===== src/rtl/led_ser_pkg.sv =====
package led_ser_pkg;
  localparam int MSG_W     = 32;
  localparam int LED_BITS  = 3;
  localparam int ACT_A_BIT = 20;
  localparam int ACT_B_BIT = 21;
  localparam int LOC_BIT   = 19;
  localparam int FLT_BIT   = 22;
  localparam int SLOT_LSB  = 8;
  localparam int SLOT_W    = 8;

  // k=0 activity at LSB
  typedef struct packed {
    logic fault;
    logic locate;
    logic activity;
  } led_bits_t;

  typedef enum logic [1:0] {
    SEQ_IDLE,
    SEQ_LEAD,
    SEQ_HIGH,
    SEQ_LOW
  } seq_state_e;
endpackage


===== src/rtl/led_msg_decode.sv =====
module led_msg_decode
  import led_ser_pkg::*;
#(
  parameter int MAX_SLOTS = 8
) (
  input  logic [MSG_W-1:0] msg_i,
  output led_bits_t        bits_o,
  output logic             slot_ok_o
);
  logic [SLOT_W-1:0] slot_idx;

  assign slot_idx  = msg_i[SLOT_LSB +: SLOT_W];
  assign slot_ok_o = (32'(slot_idx) < 32'(MAX_SLOTS));

  always_comb begin
    bits_o.activity = msg_i[ACT_A_BIT] | msg_i[ACT_B_BIT];
    bits_o.locate   = msg_i[LOC_BIT];
    bits_o.fault    = msg_i[FLT_BIT];
  end
endmodule


===== src/rtl/led_pattern_reg.sv =====
module led_pattern_reg
  import led_ser_pkg::*;
#(
  parameter  int NUM_PORTS = 8,
  localparam int PORT_W    = (NUM_PORTS > 1) ? $clog2(NUM_PORTS) : 1,
  localparam int PAT_W     = LED_BITS * NUM_PORTS
) (
  input  logic                        clk_i,
  input  logic                        rst_ni,
  input  logic                        we_i,
  input  logic [PORT_W-1:0]           port_i,
  input  logic [NUM_PORTS*PORT_W-1:0] slot_map_i,
  input  led_bits_t                   bits_i,
  output logic [PAT_W-1:0]            pattern_o,
  output logic [PAT_W-1:0]            pattern_next_o
);
  logic [PAT_W-1:0]  pat_q;
  logic [PORT_W-1:0] tgt_slot;

  assign tgt_slot = slot_map_i[32'(port_i)*PORT_W +: PORT_W];

  for (genvar s = 0; s < NUM_PORTS; s++) begin : g_slot
    assign pattern_next_o[s*LED_BITS +: LED_BITS] =
      (we_i && tgt_slot == PORT_W'(s)) ? bits_i : pat_q[s*LED_BITS +: LED_BITS];
  end

  always_ff @(posedge clk_i or negedge rst_ni) begin
    if (!rst_ni) pat_q <= '0;
    else         pat_q <= pattern_next_o;
  end

  assign pattern_o = pat_q;

  a_r2_hold_without_write: assert property (@(posedge clk_i) disable iff (!rst_ni)
    !we_i |=> $stable(pattern_o));
endmodule


===== src/rtl/led_frame_seq.sv =====
module led_frame_seq
  import led_ser_pkg::*;
#(
  parameter  int NUM_PORTS = 8,
  parameter  int HALF_CYC  = 6250,
  parameter  int CNT_W     = 8,
  localparam int PORT_W    = (NUM_PORTS > 1) ? $clog2(NUM_PORTS) : 1,
  localparam int PAT_W     = LED_BITS * NUM_PORTS
) (
  input  logic             clk_i,
  input  logic             rst_ni,
  input  logic             start_i,
  input  logic [PAT_W-1:0] pattern_i,
  input  logic [PORT_W:0]  n_ports_i,
  input  logic [CNT_W-1:0] pre_i,
  input  logic [CNT_W-1:0] post_i,
  output logic             sclk_o,
  output logic             sload_o,
  output logic             sdata_o,
  output logic             busy_o
);
  localparam int HC_W    = (HALF_CYC > 1) ? $clog2(HALF_CYC) : 1;
  localparam int BIT_W   = $clog2(PAT_W + 1);
  localparam int SLOT_CW = ((CNT_W > BIT_W) ? CNT_W : BIT_W) + 2;
  localparam logic [HC_W-1:0] HC_LAST = HC_W'(HALF_CYC - 1);

  seq_state_e         state_q;
  logic [HC_W-1:0]    half_q;
  logic [SLOT_CW-1:0] slot_q, load_at_q, data_end_q, last_q;
  logic [PAT_W-1:0]   shreg_q;
  logic               sclk_q, sload_q, sdata_q;

  logic [SLOT_CW-1:0] n_eff, nbits, cap_load, cap_end, cap_last, nxt_slot;
  logic               half_done, nxt_is_data;

  always_comb begin
    n_eff = (SLOT_CW'(n_ports_i) > SLOT_CW'(NUM_PORTS)) ? SLOT_CW'(NUM_PORTS)
                                                         : SLOT_CW'(n_ports_i);
    nbits       = SLOT_CW'(LED_BITS) * n_eff;
    cap_load    = SLOT_CW'(pre_i);
    cap_end     = cap_load + SLOT_CW'(1) + nbits;
    cap_last    = cap_end + SLOT_CW'(post_i) - SLOT_CW'(1);
    nxt_slot    = slot_q + SLOT_CW'(1);
    half_done   = (half_q == HC_LAST);
    nxt_is_data = (nxt_slot > load_at_q) && (nxt_slot < data_end_q);
  end

  always_ff @(posedge clk_i or negedge rst_ni) begin
    if (!rst_ni) begin
      state_q    <= SEQ_IDLE;
      half_q     <= '0;
      slot_q     <= '0;
      load_at_q  <= '0;
      data_end_q <= '0;
      last_q     <= '0;
      shreg_q    <= '0;
      sclk_q     <= 1'b1;
      sload_q    <= 1'b1;
      sdata_q    <= 1'b1;
    end else begin
      case (state_q)
        SEQ_IDLE: begin
          if (start_i) begin
            state_q    <= SEQ_LEAD;
            half_q     <= '0;
            sclk_q     <= 1'b0;
            sload_q    <= (pre_i == '0);
            shreg_q    <= pattern_i;
            load_at_q  <= cap_load;
            data_end_q <= cap_end;
            last_q     <= cap_last;
          end
        end
        SEQ_LEAD: begin
          if (half_done) begin
            state_q <= SEQ_HIGH;
            half_q  <= '0;
            sclk_q  <= 1'b1;
            slot_q  <= '0;
          end else begin
            half_q <= half_q + HC_W'(1);
          end
        end
        SEQ_HIGH: begin
          if (half_done) begin
            state_q <= SEQ_LOW;
            half_q  <= '0;
            sclk_q  <= 1'b0;
            // next pulse's load/data are set up on this falling edge
            if (slot_q != last_q) begin
              sload_q <= (nxt_slot == load_at_q);
              if (nxt_is_data) begin
                sdata_q <= shreg_q[0];
                shreg_q <= shreg_q >> 1;
              end
            end else begin
              sload_q <= 1'b0;
            end
          end else begin
            half_q <= half_q + HC_W'(1);
          end
        end
        SEQ_LOW: begin
          if (half_done) begin
            half_q <= '0;
            if (slot_q == last_q) begin
              state_q <= SEQ_IDLE;
            end else begin
              state_q <= SEQ_HIGH;
              sclk_q  <= 1'b1;
              slot_q  <= nxt_slot;
            end
          end else begin
            half_q <= half_q + HC_W'(1);
          end
        end
        default: state_q <= SEQ_IDLE;
      endcase
    end
  end

  assign sclk_o  = sclk_q;
  assign sload_o = sload_q;
  assign sdata_o = sdata_q;
  assign busy_o  = (state_q != SEQ_IDLE);

  a_r8_start_only_idle: assert property (@(posedge clk_i) disable iff (!rst_ni)
    start_i |-> state_q == SEQ_IDLE);

  a_r5_setup_while_high: assert property (@(posedge clk_i) disable iff (!rst_ni)
    sclk_o |-> ($stable(sload_o) && $stable(sdata_o)));

  a_r10_idle_quiet: assert property (@(posedge clk_i) disable iff (!rst_ni)
    (state_q == SEQ_IDLE && !start_i) |=>
      ($stable(sclk_o) && $stable(sload_o) && $stable(sdata_o)));
endmodule


===== src/rtl/encl_led_serializer.sv =====
module encl_led_serializer
  import led_ser_pkg::*;
#(
  parameter  int NUM_PORTS = 8,
  parameter  int MAX_SLOTS = 8,
  parameter  int HALF_CYC  = 6250,
  parameter  int CNT_W     = 8,
  localparam int PORT_W    = (NUM_PORTS > 1) ? $clog2(NUM_PORTS) : 1,
  localparam int PAT_W     = LED_BITS * NUM_PORTS
) (
  input  logic                        clk_i,
  input  logic                        rst_ni,
  input  logic                        msg_valid_i,
  output logic                        msg_ready_o,
  input  logic [MSG_W-1:0]            msg_data_i,
  input  logic [PORT_W-1:0]           msg_port_i,
  input  logic [NUM_PORTS*PORT_W-1:0] slot_map_i,
  input  logic [PORT_W:0]             n_ports_i,
  input  logic [CNT_W-1:0]            pre_clks_i,
  input  logic [CNT_W-1:0]            post_clks_i,
  output logic                        sclk_o,
  output logic                        sload_o,
  output logic                        sdata_o,
  output logic                        busy_o
);
  logic             busy, slot_ok, accept, wr_en;
  led_bits_t        dec_bits;
  logic [PAT_W-1:0] pat_q, pat_next;

  assign accept      = msg_valid_i && !busy;
  assign wr_en       = accept && slot_ok;
  assign msg_ready_o = !busy;
  assign busy_o      = busy;

  led_msg_decode #(.MAX_SLOTS(MAX_SLOTS)) u_decode (
    .msg_i     (msg_data_i),
    .bits_o    (dec_bits),
    .slot_ok_o (slot_ok)
  );

  led_pattern_reg #(.NUM_PORTS(NUM_PORTS)) u_pattern (
    .clk_i          (clk_i),
    .rst_ni         (rst_ni),
    .we_i           (wr_en),
    .port_i         (msg_port_i),
    .slot_map_i     (slot_map_i),
    .bits_i         (dec_bits),
    .pattern_o      (pat_q),
    .pattern_next_o (pat_next)
  );

  led_frame_seq #(
    .NUM_PORTS (NUM_PORTS),
    .HALF_CYC  (HALF_CYC),
    .CNT_W     (CNT_W)
  ) u_seq (
    .clk_i     (clk_i),
    .rst_ni    (rst_ni),
    .start_i   (wr_en),
    .pattern_i (pat_next),
    .n_ports_i (n_ports_i),
    .pre_i     (pre_clks_i),
    .post_i    (post_clks_i),
    .sclk_o    (sclk_o),
    .sload_o   (sload_o),
    .sdata_o   (sdata_o),
    .busy_o    (busy)
  );

  a_r3_reject_silent: assert property (@(posedge clk_i) disable iff (!rst_ni)
    (msg_valid_i && msg_ready_o && !slot_ok) |=> (!busy_o && $stable(pat_q)));

  a_r8_blocked_no_write: assert property (@(posedge clk_i) disable iff (!rst_ni)
    (msg_valid_i && !msg_ready_o) |=> $stable(pat_q));
endmodule


===== config.mk =====
export PLATFORM = sky130hd
export DESIGN_NAME = encl_led_serializer
export DESIGN_NICKNAME = d
export VERILOG_FILES = /design/src/rtl/led_ser_pkg.sv /design/src/rtl/led_msg_decode.sv /design/src/rtl/led_pattern_reg.sv /design/src/rtl/led_frame_seq.sv /design/src/rtl/encl_led_serializer.sv
export SDC_FILE = /design/constraint.sdc
export NUM_CORES = 1
export LEC_CHECK = 0
export ABC_AREA = 0
export BUFFER_PORTS_ARGS = -buffer_cell sky130_fd_sc_hd__buf_2
export CAP_MARGIN = 10
export CORE_AREA = 3 3 120 122
export DETAILED_ROUTE_END_ITERATION = 10
export DIE_AREA = 0 0 123 125
export GPL_ROUTABILITY_DRIVEN = 0
export PLACE_DENSITY_LB_ADDON = 0.15
export SYNTH_ARGS = -nofsm -noshare
export SYNTH_HDL_FRONTEND = slang
export SYNTH_SLANG_ARGS = --single-unit

===== constraint.sdc =====
create_clock -name clk_i -period 10.4 [get_ports clk_i]
set_clock_uncertainty 0.1 [all_clocks]
set_input_delay 2.08 -clock clk_i [delete_from_list [all_inputs] [get_ports clk_i]]
set_output_delay 2.08 -clock clk_i [all_outputs]
set_load 0.01 [all_outputs]

==> results_dict.tcl, run 1 <==
set metrics [dict create \
    reported_max_cap_violation_count 0 \
    critical_path_class "in2reg" \
    setup.worst_path.start_class "primary input" \
    timing.critical_path.fanout_max 5 \
    pin_count_of_the_biggest_net_entering_global_routing 81 \
    max_slew_margin_pct 34.66 \
    drt_first_iter_violations 283 \
    yosysWarnings 0 \
    tritoncts "built" \
    postCtsSetupBuffers 0 \
    numClockSinks 104 \
    netlist_instances 697 \
    number_of_detailed_routing_iterations_run_before_antenna_repair 4 \
    cts.path.max_buffers 2 \
    synth_top_flop_cell "sky130_fd_sc_hd__dfrtp_1" \
    setup_viol_count_final 0 \
    p_leak_nw 3.967 \
    timing.final.crit_period_ns 5.919 \
    min_to "u_pattern.pattern_o[16]$_DFF_PN0_" \
    synth_enable_flop_cells 0 \
    multiInputGateArea_um2 3610 \
    timing.critical_path.max_delay_family "adder cells" \
    crit_path_max_incr_delay_ns 0.52 \
    ys_seq_elements 104 \
    fmax_mhz 168.9 \
    syn_area_um2 6636 \
    crit-reg2reg-launch "u_seq.slot_q[0]$_DFFE_PN0P_" \
    placeableCoreArea_um2 13300 \
    share_of_flip_flops_with_an_asynchronous_set_or_reset_after_synthesis_pct 100.0 \
    timing.critical_path.slowest_stage_cell "sky130_fd_sc_hd__fa_1" \
    layout_setup_ws_ns 4.481 \
    cts_hold_repair.buffers 0 \
    hpwl_um 10250 \
    floorplan.die_area_um2 15380 \
    detail_route.wirelength_um 13880 \
    port-buffer-count 63 \
    r2r_setup_slack_ns 6.61 \
    layout_worst_path_cycle_share_pct 56.92 \
    post_detailed_route_wirelength_per_cell_um 14.99 \
    floorplan.die.width_um 123 \
    reg2reg_to "u_seq.shreg_q[16]$_DFFE_PN0P_" \
    grt_first_pass_wirelength_um 23000 \
    result_of_the_run "completed" \
    num_io_pins 87 \
    overflow_after_grt 0 \
    cts.root.buffer_cell "sky130_fd_sc_hd__clkbuf_16" \
    finish.utilization_pct 55.63 \
    post_cts.resized_instances 0 \
    areaGrowthSynthToFinish_pct 11.44 \
    max_slew.worst_pin.slew_ns 0.9801 \
    worstSkewPairLatency_ns 0.35 \
    place_ws_ns 4.106 \
    antenna-diode-count 0 \
    cts.clk_slew.worst_paths_ns 0.07 \
    layout.area.seq_um2 2606 \
    dpl_cell_area_um2 7084 \
    synth_cell_type_count 62 \
    worst_hold_launch "u_pattern.pattern_o[16]$_DFF_PN0_" \
    htree_num_levels 3 \
    rsz0062_at_grt "no" \
    drt_drc_violations_left 0 \
    max_slew_violation_count 0 \
    worstSetupEndpointType "register" \
    numCtsBuffers 9 \
    final.fill_count 1192 \
    drive_gt1_share_pct 17.33 \
    arrival_ns 6.03 \
    drt.antenna.violating_nets 0 \
    setup-tns-final_ns 0 \
    grt_usage_pct 18.39 \
    critical_path_required_ns 10.51 \
    route.detailed.vias_per_inst 5.405 \
    power_per_cell_area_nw_per_um2 125.4 \
    reg2regPathDepth 12 \
    timing.hold.worst_path_depth 1 \
    synth-seq-area-share_pct 39.27 \
    synth.avg_cell_area_um2 9.521 \
    floorplan.initialDensity_pct 49.92 \
    first_global_vias 4814 \
    critical_path.n_buffers_inverters 3 \
    worstPathCellList "buf_2 > ha_1 > xor2_1 > fa_1 > inv_1 > fa_1 > nor2b_1 > o21ai_0 > nand2b_1 > a21oi_1 > mux2i_1 > xnor2_1 > ha_1 > inv_1 > ha_1 > or3_1 > o21ai_0 > a21oi_1 > xnor2_1 > o21ai_0" \
    hold_viol_final 0 \
    dieHeight_um 125 \
    via_count 5005 \
    worst_ir_drop_vdd_uv 93.68 \
    hold_path.class "reg2reg" \
    final_non_filler_cell_area_um2 7396 \
    finish.net_count 876 \
    postSynthNetCount 828 \
    rows 42 \
    initial_antenna_violation_count 0 \
]
## metal layers
layer,global-route usage (%),part of all wire [%]
met1,25.42,47
met2,29.95,47
met3,3.117,3.7
met4,4.951,1.6
met5,0,0
## kinds of logic after synthesis
logic type,share of synthesized area (%)
xor gates and xnor gates,5.279
DFF,39.27
AOI/OAI and AO/OA,11.63
buffers and inverters,6.391
and+or+nand+nor,14.14
muxes,13.71
adders and majority gates,9.578
## synth_stat cells, drive strengths merged (3+ instances only)
cell type  instances  share of area, %
nor2              26               1.5
nand2             60               3.4
and3              12               1.1
nor2b              7              0.66
ha                46               8.7
dfstp              3               1.2
dfrtp            101                38
a21oi             14               1.1
fa                 3              0.91
or2                5              0.47
clkbuf            24               1.4
buf                8              0.62
a21o              10               1.1
nand3             34               2.6
and2               3              0.28
xnor2             18               2.4
inv               78               4.4
xor2              22               2.9
nand2b             5              0.47
nand4             13               1.2
o21bai             3              0.34
o21ai             68               5.1
and3b              3              0.40
o211ai             3              0.34
or3                3              0.28
a31oi              5              0.47
mux2              37               6.4
nor3               5              0.38
mux2i             44               6.6
## state kept, by name, summed over array words and instances, names as in the netlist
signal               cells
u_seq.sdata_o            1
u_seq.last_q            10
u_seq.state_q            2
u_seq.load_at_q          8
u_seq.data_end_q        10
u_pattern.pattern_o     24
u_seq.shreg_q           24
u_seq.slot_q            10
u_seq.sclk_o             1
u_seq.sload_o            1
u_seq.half_q            13
## worst max-delay path by stage
stage | from | end | cells after the start
2_1_floorplan | pre_clks_i[0] | u_seq.last_q[9]$_DFFE_PN0P_ | 19
3_3_place_gp | pre_clks_i[0] | u_seq.last_q[9]$_DFFE_PN0P_ | 20
3_5_place_dp | pre_clks_i[0] | u_seq.last_q[9]$_DFFE_PN0P_ | 20
4_1_cts | pre_clks_i[0] | u_seq.last_q[9]$_DFFE_PN0P_ | 20
5_1_grt | pre_clks_i[0] | u_seq.last_q[7]$_DFFE_PN0P_ | 17
6_report | pre_clks_i[0] | u_seq.last_q[9]$_DFFE_PN0P_ | 20
## where the power goes
part	internal [mW]	switching (mW)	leakage, nW
sequential	0.406	0.00112	1.28
clock	0.190	0.155	0.145
combinational	0.0761	0.0988	2.54
total	0.673	0.255	3.97
## cells in the final DEF, fill, tap and decap left out, drive strengths merged, types with 5 or more instances in the layout
master,Yosys,routed
nor2,26,26
buf,8,69
nand4,13,13
a21o,10,10
ha,46,46
nor2b,7,7
and3,12,12
xnor2,18,18
inv,78,80
nand2b,5,5
or2,5,5
dfrtp,101,101
nand2,60,60
o21ai,68,68
a21oi,14,14
nor3,5,5
clkbuf,24,10
nand3,34,34
xor2,22,22
mux2i,44,44
mux2,37,37
a31oi,5,5
## layout make-up
type	instances	share of cell area, %
timing repair buffer	69	4.906
inverter	78	3.959
multi-input combinational	483	48.81
sequential	104	35.24
clock buffer	10	3.096
clock inverter	6	1.015
tap	176	2.977
## worst reg2reg max path, stage by stage, from the launching register on
cell	delay [ns]
sky130_fd_sc_hd__dfrtp_1	0.53
sky130_fd_sc_hd__nand4_1	0.17
sky130_fd_sc_hd__or2_2	0.33
sky130_fd_sc_hd__xnor2_1	0.36
sky130_fd_sc_hd__ha_1	0.33
sky130_fd_sc_hd__and3_1	0.20
sky130_fd_sc_hd__a221oi_1	0.29
sky130_fd_sc_hd__o221a_2	0.23
sky130_fd_sc_hd__o21ai_0	0.08
sky130_fd_sc_hd__o2111a_1	0.19
sky130_fd_sc_hd__a21oi_2	0.12
sky130_fd_sc_hd__buf_4	0.37
sky130_fd_sc_hd__mux2_2	0.39
## stage by stage
step,cells,hold slack [ns],power (mW)
after floorplan,697,0.3494,0.5373
after global placement,909,0.3595,0.5846
after detailed placement,909,0.3677,0.5921
after CTS,925,0.3841,0.9390
after global routing,926,0.4045,0.9785
final,926,0.3791,0.9275
(Power assumes the default switching activity.)
==> inputs of run 2 (changes only) <==
Settings changed: ABC_AREA 0 to 1, CORE_AREA 3 3 120 122 to 3 3 123 125, DIE_AREA 0 0 123 125 to 0 0 126 128.
Clock period 10.4 ns to 6 ns, I/O delays scaled along.
==> results_dict.tcl, run 2 <==
set metrics [dict create \
    postCtsSetupBuffers 0 \
    finish.net_count 1148 \
    overflow_after_grt 0 \
    ys_seq_elements 104 \
    reg2reg_to "u_seq.shreg_q[3]$_DFFE_PN0P_" \
    worst_hold_launch "u_seq.shreg_q[23]$_DFFE_PN0P_" \
    timing.hold.worst_path_depth 2 \
    synth.avg_cell_area_um2 7.325 \
    grt_usage_pct 19.75 \
    synth_top_cell_area_share_pct 35.83 \
    layout_setup_ws_ns 1.273 \
    port-buffer-count 63 \
    crit-reg2reg-launch "u_seq.slot_q[0]$_DFFE_PN0P_" \
    layout.area.seq_um2 2606 \
    pin_count_of_the_biggest_net_entering_global_routing 70 \
    timing.critical_path.fanout_max 5 \
    power_per_cell_area_nw_per_um2 316.2 \
    setup_viol_count_final 0 \
    place_ws_ns 0.9031 \
    rsz0062_at_grt "no" \
    hold_path.class "reg2reg" \
    multiInputGateArea_um2 3682 \
    max_slew_margin_pct 39.76 \
    floorplan.die.width_um 126 \
    result_of_the_run "completed" \
    r2r_setup_slack_ns 2.71 \
    synth_top_area_cells "sky130_fd_sc_hd__dfrtp_1, sky130_fd_sc_hd__nand2_1, sky130_fd_sc_hd__inv_1" \
    detail_route.wirelength_um 15220 \
    postSynthNetCount 1094 \
    via_count 5851 \
    post_detailed_route_wirelength_per_cell_um 12.66 \
    critical_path_required_ns 6.14 \
    floorplan.die_area_um2 16130 \
    fmax_mhz 211.5 \
    power_switching_uw 866.0 \
    drive_gt1_share_pct 11.35 \
    arrival_ns 4.86 \
    yosysMostFrequentCell "sky130_fd_sc_hd__nand2_1" \
    seqPwrFrac_pct 41.2 \
    hold_viol_final 0 \
    synth_top_flop_cell "sky130_fd_sc_hd__dfrtp_1" \
    synth_cell_type_count 48 \
    synth_common_cells "sky130_fd_sc_hd__nand2_1, sky130_fd_sc_hd__inv_1, sky130_fd_sc_hd__dfrtp_1, sky130_fd_sc_hd__nand3_1, sky130_fd_sc_hd__o21ai_0" \
    numCtsBuffers 9 \
    floorplan.initialDensity_pct 50.43 \
    areaGrowthSynthToFinish_pct 10.48 \
    syn_area_um2 7054 \
    numClockSinks 104 \
    setup.worst_path.start_class "primary input" \
    num_io_pins 87 \
    drt_first_iter_violations 364 \
    cts.clk_slew.worst_paths_ns 0.06 \
    p_leak_nw 4.173 \
    max_slew.worst_pin.slew_ns 0.9035 \
    route.detailed.vias_per_inst 4.868 \
    layout_worst_path_cycle_share_pct 78.78 \
    first_global_vias 5674 \
    yosysWarnings 0 \
    setup-tns-final_ns 0 \
    cts.path.max_buffers 2 \
    cts.root.buffer_cell "sky130_fd_sc_hd__clkbuf_16" \
    max_slew_violation_count 0 \
    timing.final.crit_period_ns 4.727 \
    mostFrequentLayoutCells "sky130_fd_sc_hd__nand2_1, sky130_fd_sc_hd__inv_1, sky130_fd_sc_hd__dfrtp_1, sky130_fd_sc_hd__nand3_1, sky130_fd_sc_hd__buf_2" \
    critical_path_class "in2reg" \
    switching_share_pct 35.14 \
    antenna-diode-count 0 \
    drt.antenna.violating_nets 0 \
    worst_ir_drop_vdd_uv 169.9 \
    drt_drc_violations_left 0 \
    number_of_detailed_routing_iterations_run_before_antenna_repair 4 \
    worstSkewPairLatency_ns 0.35 \
    clockPowerShare_pct 26.6 \
    placeableCoreArea_um2 13990 \
    synth-seq-area-share_pct 36.95 \
    layout.cells.most_common "sky130_fd_sc_hd__nand2_1" \
    hpwl_um 11210 \
    rows 43 \
    share_of_flip_flops_with_an_asynchronous_set_or_reset_after_synthesis_pct 100.0 \
    synth_enable_flop_cells 0 \
    internal-power_mw 1.598 \
    grt_first_pass_wirelength_um 26310 \
    final.fill_count 1400 \
    post_cts.resized_instances 0 \
    tritoncts "built" \
    yosysTopAreaCell "sky130_fd_sc_hd__dfrtp_1" \
    comb_power_share_pct 32.2 \
    dieHeight_um 128 \
    min_to "u_seq.shreg_q[23]$_DFFE_PN0P_" \
    initial_antenna_violation_count 0 \
    reported_max_cap_violation_count 0 \
    worstSetupEndpointType "register" \
    fin_worst_hold_slack_ns 0.3704 \
    reg2regPathDepth 14 \
    netlist_instances 963 \
    htree_num_levels 3 \
    cts_hold_repair.buffers 0 \
]
-- run 2: cell types whose count changed in the layout (fill, tap and decap cells not counted), moves of 10 or more --
cell / delta
sky130_fd_sc_hd__and3_1: -11
sky130_fd_sc_hd__nand2_1: +248
sky130_fd_sc_hd__nor2_1: +18
sky130_fd_sc_hd__inv_1: +78
sky130_fd_sc_hd__mux2i_1: -44
sky130_fd_sc_hd__xnor2_1: -11
sky130_fd_sc_hd__and2_1: +20
sky130_fd_sc_hd__mux2_2: -27
sky130_fd_sc_hd__o21ai_0: -10
sky130_fd_sc_hd__nand3_1: +45
-- run 2: cell families (layout without fill, tap and decap cells) --
group / after synthesis / count (layout) / synth area share, %
AO/OA/AOI/OAI: 95 / 95 / 7.450
buffers and inverters: 184 / 243 / 10.85
flip-flops: 104 / 104 / 36.95
adder cells (fa/ha/maj): 49 / 49 / 9.010
XOR/XNOR: 31 / 31 / 3.849
AND/OR/NAND/NOR: 500 / 500 / 31.89
-- run 2: final cells by class --
cell class	instances	share of cell area, %
Inverter	162	7.866
Timing Repair Buffer	65	4.270
Tap cell	180	2.890
Clock inverter	2	0.7706
Clock buffer	14	3.516
Multi-Input combinational cell	675	47.25
Sequential cell	104	33.44
-- run 2: critical path: stages --
cell                      delay [ns]
sky130_fd_sc_hd__buf_2          0.10
sky130_fd_sc_hd__inv_1          0.08
sky130_fd_sc_hd__nor3_1         0.38
sky130_fd_sc_hd__xor2_1         0.18
sky130_fd_sc_hd__inv_1          0.06
sky130_fd_sc_hd__ha_1           0.27
sky130_fd_sc_hd__ha_1           0.35
sky130_fd_sc_hd__nand2_1        0.06
sky130_fd_sc_hd__o21ai_0        0.26
sky130_fd_sc_hd__a21oi_1        0.11
sky130_fd_sc_hd__o21ai_0        0.26
sky130_fd_sc_hd__xor2_1         0.27
sky130_fd_sc_hd__ha_1           0.27
sky130_fd_sc_hd__inv_1          0.05
sky130_fd_sc_hd__ha_1           0.28
sky130_fd_sc_hd__a21oi_1        0.17
sky130_fd_sc_hd__o21ai_0        0.08
sky130_fd_sc_hd__a31o_2         0.23
sky130_fd_sc_hd__inv_1          0.05
sky130_fd_sc_hd__nand2_1        0.04
sky130_fd_sc_hd__nand3_1        0.06
sky130_fd_sc_hd__nand2_1        0.05
-- run 2: per-stage QoR --
step	util, %	std cells	cell area (um^2)	total power [mW]
global placement	53.33	1186	7460	1.807
floorplan	-	963	7054	1.612
CTS	55.72	1202	7794	2.495
finish	55.72	1202	7794	2.464
detailed placement	53.33	1186	7460	1.825
global route	55.72	1202	7794	2.673
-- run 2: worst max path at each step --
stage | start | endpoint | cells past startpoint
floorplan | pre_clks_i[0] | u_seq.last_q[9]$_DFFE_PN0P_ | 20
global placement | pre_clks_i[0] | u_seq.last_q[9]$_DFFE_PN0P_ | 22
detailed placement | pre_clks_i[0] | u_seq.last_q[9]$_DFFE_PN0P_ | 22
CTS | pre_clks_i[0] | u_seq.last_q[8]$_DFFE_PN0P_ | 19
global route | pre_clks_i[0] | u_seq.last_q[8]$_DFFE_PN0P_ | 20
finish | pre_clks_i[0] | u_seq.last_q[9]$_DFFE_PN0P_ | 22
-- run 2: per-layer routing --
metal | track usage [%] | part of all wire (%) | routed length, um
met1 | 26.38 | 48 | 7364
met2 | 33.68 | 48 | 7348
met3 | 3.708 | 3.0 | 456
met5 | 0 | 0 | 0
met4 | 4.227 | 0.34 | 51
-- run 2: power groups by stage --
stage          Clock (mW)  Combinational [mW]  Sequential [mW]
2_1_floorplan           0               0.613            0.999
5_1_grt             0.699               0.932             1.04
4_1_cts             0.674               0.805             1.02
3_3_place_gp            0               0.785             1.02
3_5_place_dp            0               0.799             1.03
6_report            0.655               0.793             1.02
==> inputs of run 3 (changes only) <==
Clock period 6 ns to 4.3 ns, I/O delays scaled along.
==> results_dict.tcl, run 3 (synthesis gave the netlist of run 2 again) <==
set metrics [dict create \
    reg2regPathDepth 14 \
    htree_num_levels 3 \
    initial_antenna_violation_count 0 \
    setup.worst_path.start_class "primary input" \
    worstSetupEndpointType "register" \
    port-buffer-count 63 \
    detail_route.wirelength_um 15330 \
    tritoncts "built" \
    fmax_mhz 244.1 \
    layout_worst_path_cycle_share_pct 95.25 \
    worst_hold_launch "u_seq.shreg_q[23]$_DFFE_PN0P_" \
    drive_gt1_share_pct 15.26 \
    hpwl_um 11440 \
    antenna-diode-count 0 \
    cts.clk_slew.worst_paths_ns 0.07 \
    floorplan.die.width_um 126 \
    drt_first_iter_violations 337 \
    multiInputGateArea_um2 3740 \
    layout.cells.most_common "sky130_fd_sc_hd__nand2_1" \
    num_io_pins 87 \
    number_of_detailed_routing_iterations_run_before_antenna_repair 5 \
    numCtsBuffers 9 \
    finish.net_count 1181 \
    instances_no_fill 1235 \
    critical_path_required_ns 4.44 \
    r2r_setup_slack_ns 0.97 \
    power_per_cell_area_nw_per_um2 438.8 \
    timing.hold.worst_path_depth 2 \
    drt_drc_violations_left 0 \
    arrival_ns 4.24 \
    setup-tns-final_ns 0 \
    placeableCoreArea_um2 13990 \
    post_detailed_route_wirelength_per_cell_um 12.41 \
    worstSkewPairLatency_ns 0.35 \
    hold_path.class "reg2reg" \
    placedCellCount 1219 \
    critical_path_class "in2reg" \
    cts.path.max_buffers 2 \
    layout.area.seq_um2 2606 \
    max_slew.worst_pin.slew_ns 0.8345 \
    rows 43 \
    reg2reg_to "u_seq.shreg_q[16]$_DFFE_PN0P_" \
    worst_ir_drop_vdd_uv 244.3 \
    numClockSinks 104 \
    fin_worst_hold_slack_ns 0.3805 \
    hold_viol_final 0 \
    crit-reg2reg-launch "u_seq.slot_q[0]$_DFFE_PN0P_" \
    grt_first_pass_wirelength_um 26860 \
    p_leak_nw 4.336 \
    critical_path.n_buffers_inverters 7 \
    areaGrowthSynthToFinish_pct 14.74 \
    timing.final.crit_period_ns 4.096 \
    floorplan.die_area_um2 16130 \
    floorplan.initialDensity_pct 50.43 \
    overflow_after_grt 0 \
    first_global_vias 5812 \
    drt.antenna.violating_nets 0 \
    finish.utilization_pct 57.86 \
    cts.root.buffer_cell "sky130_fd_sc_hd__clkbuf_16" \
    max_slew_margin_pct 44.30 \
    timing.critical_path.fanout_max 4 \
    min_to "u_seq.shreg_q[23]$_DFFE_PN0P_" \
    setup_viol_count_final 0 \
    reported_max_cap_violation_count 0 \
    timing.critical_path.slowest_stage_cell "sky130_fd_sc_hd__ha_1" \
    grt_usage_pct 19.97 \
    postCtsSetupBuffers 0 \
    timing.critical_path.max_delay_family "adder cells" \
    cts_hold_repair.buffers 0 \
    mostFrequentLayoutCells "sky130_fd_sc_hd__nand2_1, sky130_fd_sc_hd__inv_1, sky130_fd_sc_hd__dfrtp_1, sky130_fd_sc_hd__nand3_1, sky130_fd_sc_hd__buf_2" \
    result_of_the_run "completed" \
    crit_path_max_incr_delay_ns 0.35 \
    final.fill_count 1393 \
    dieHeight_um 128 \
    via_count 6018 \
    pin_count_of_the_biggest_net_entering_global_routing 64 \
    worstPathCellList "buf_2 > buf_4 > inv_1 > nor3_1 > buf_4 > xor2_1 > inv_1 > ha_1 > ha_1 > a21oi_1 > o21ai_1 > a21oi_1 > o21ai_2 > xor2_2 > ha_1 > inv_1 > ha_1 > a21oi_2 > o21ai_1 > a31o_2 > inv_1 > nand2_1 > nand3_1 > nand2_1" \
    route.detailed.vias_per_inst 4.873 \
    max_slew_violation_count 0 \
]
==> run 3: cell count changes in the layout (fill, tap and decap cells not counted), moves of 3 or more <==
| cell | change |
|---|---|
| sky130_fd_sc_hd__o21ai_0 | -5 |
| sky130_fd_sc_hd__o21ai_1 | +3 |
| sky130_fd_sc_hd__clkbuf_8 | -3 |
| sky130_fd_sc_hd__buf_4 | +33 |
==> run 3: metal layers <==
layer  routed length (um)  track usage, %
met1                 7328           26.66
met2                 7390           34.21
met3                  394           2.833
met4                  217           5.363
met5                    0               0
==> run 3: final cells by class <==
type,count,share of cell area (%)
Multi-Input combinational cell,675,46.21
Sequential cell,104,32.20
Inverter,162,7.575
Timing Repair Buffer,98,7.173
Clock buffer,9,2.783
Tap cell,180,2.783
Clock inverter,7,1.283
==> run 3: timing repair <==
action,in CTS,in global routing
endpoints found under the setup margin,1,5
gates cloned,0,0
pin swaps,0,1
resized for setup,1,14
hold endpoints to repair,0,0
==> run 3: worst reg2reg max path, cell delays in order, from the launching register on <==
cell	delay, ns
sky130_fd_sc_hd__dfrtp_1	0.49
sky130_fd_sc_hd__ha_1	0.23
sky130_fd_sc_hd__nand2_1	0.10
sky130_fd_sc_hd__nor3b_1	0.26
sky130_fd_sc_hd__xor2_1	0.34
sky130_fd_sc_hd__ha_1	0.30
sky130_fd_sc_hd__nand2_1	0.07
sky130_fd_sc_hd__nor2_1	0.05
sky130_fd_sc_hd__nand4_1	0.07
sky130_fd_sc_hd__nor2_1	0.04
sky130_fd_sc_hd__nor2_1	0.26
sky130_fd_sc_hd__nand3_2	0.16
sky130_fd_sc_hd__a21oi_4	0.57
sky130_fd_sc_hd__nand2_1	0.13
sky130_fd_sc_hd__nand2_1	0.09
==> run 3: power by group <==
part	internal, mW	total (mW)	leakage [nW]	switching [mW]
clock network	0.518	0.899	0.154	0.381
registers	1.24	1.42	1.21	0.170
logic	0.531	1.24	2.97	0.707
total	2.29	3.55	4.34	1.26
==> run 3: how the worst max path moves through the flow <==
stage | start | end | slack (ns) | depth (start not counted)
2_1_floorplan | pre_clks_i[0] | u_seq.last_q[9]$_DFFE_PN0P_ | 0.09 | 20
3_3_place_gp | pre_clks_i[0] | u_seq.last_q[8]$_DFFE_PN0P_ | -0.33 | 20
3_5_place_dp | pre_clks_i[0] | u_seq.last_q[9]$_DFFE_PN0P_ | -0.35 | 24
4_1_cts | pre_clks_i[0] | u_seq.last_q[8]$_DFFE_PN0P_ | 0.02 | 20
5_1_grt | pre_clks_i[1] | u_seq.last_q[6]$_DFFE_PN0P_ | -0.008 | 19
6_report | pre_clks_i[0] | u_seq.last_q[9]$_DFFE_PN0P_ | 0.20 | 24
==> run 3: metrics by stage <==
stage          power [mW]  area (um^2)  setup WS, ns
5_1_grt             3.867         8094     -0.007958
6_report            3.551         8094        0.2041
3_5_place_dp        2.650         7707       -0.3462
2_1_floorplan       2.249         7054       0.08874
3_3_place_gp        2.627         7707       -0.3269
4_1_cts             3.563         8036       0.01642
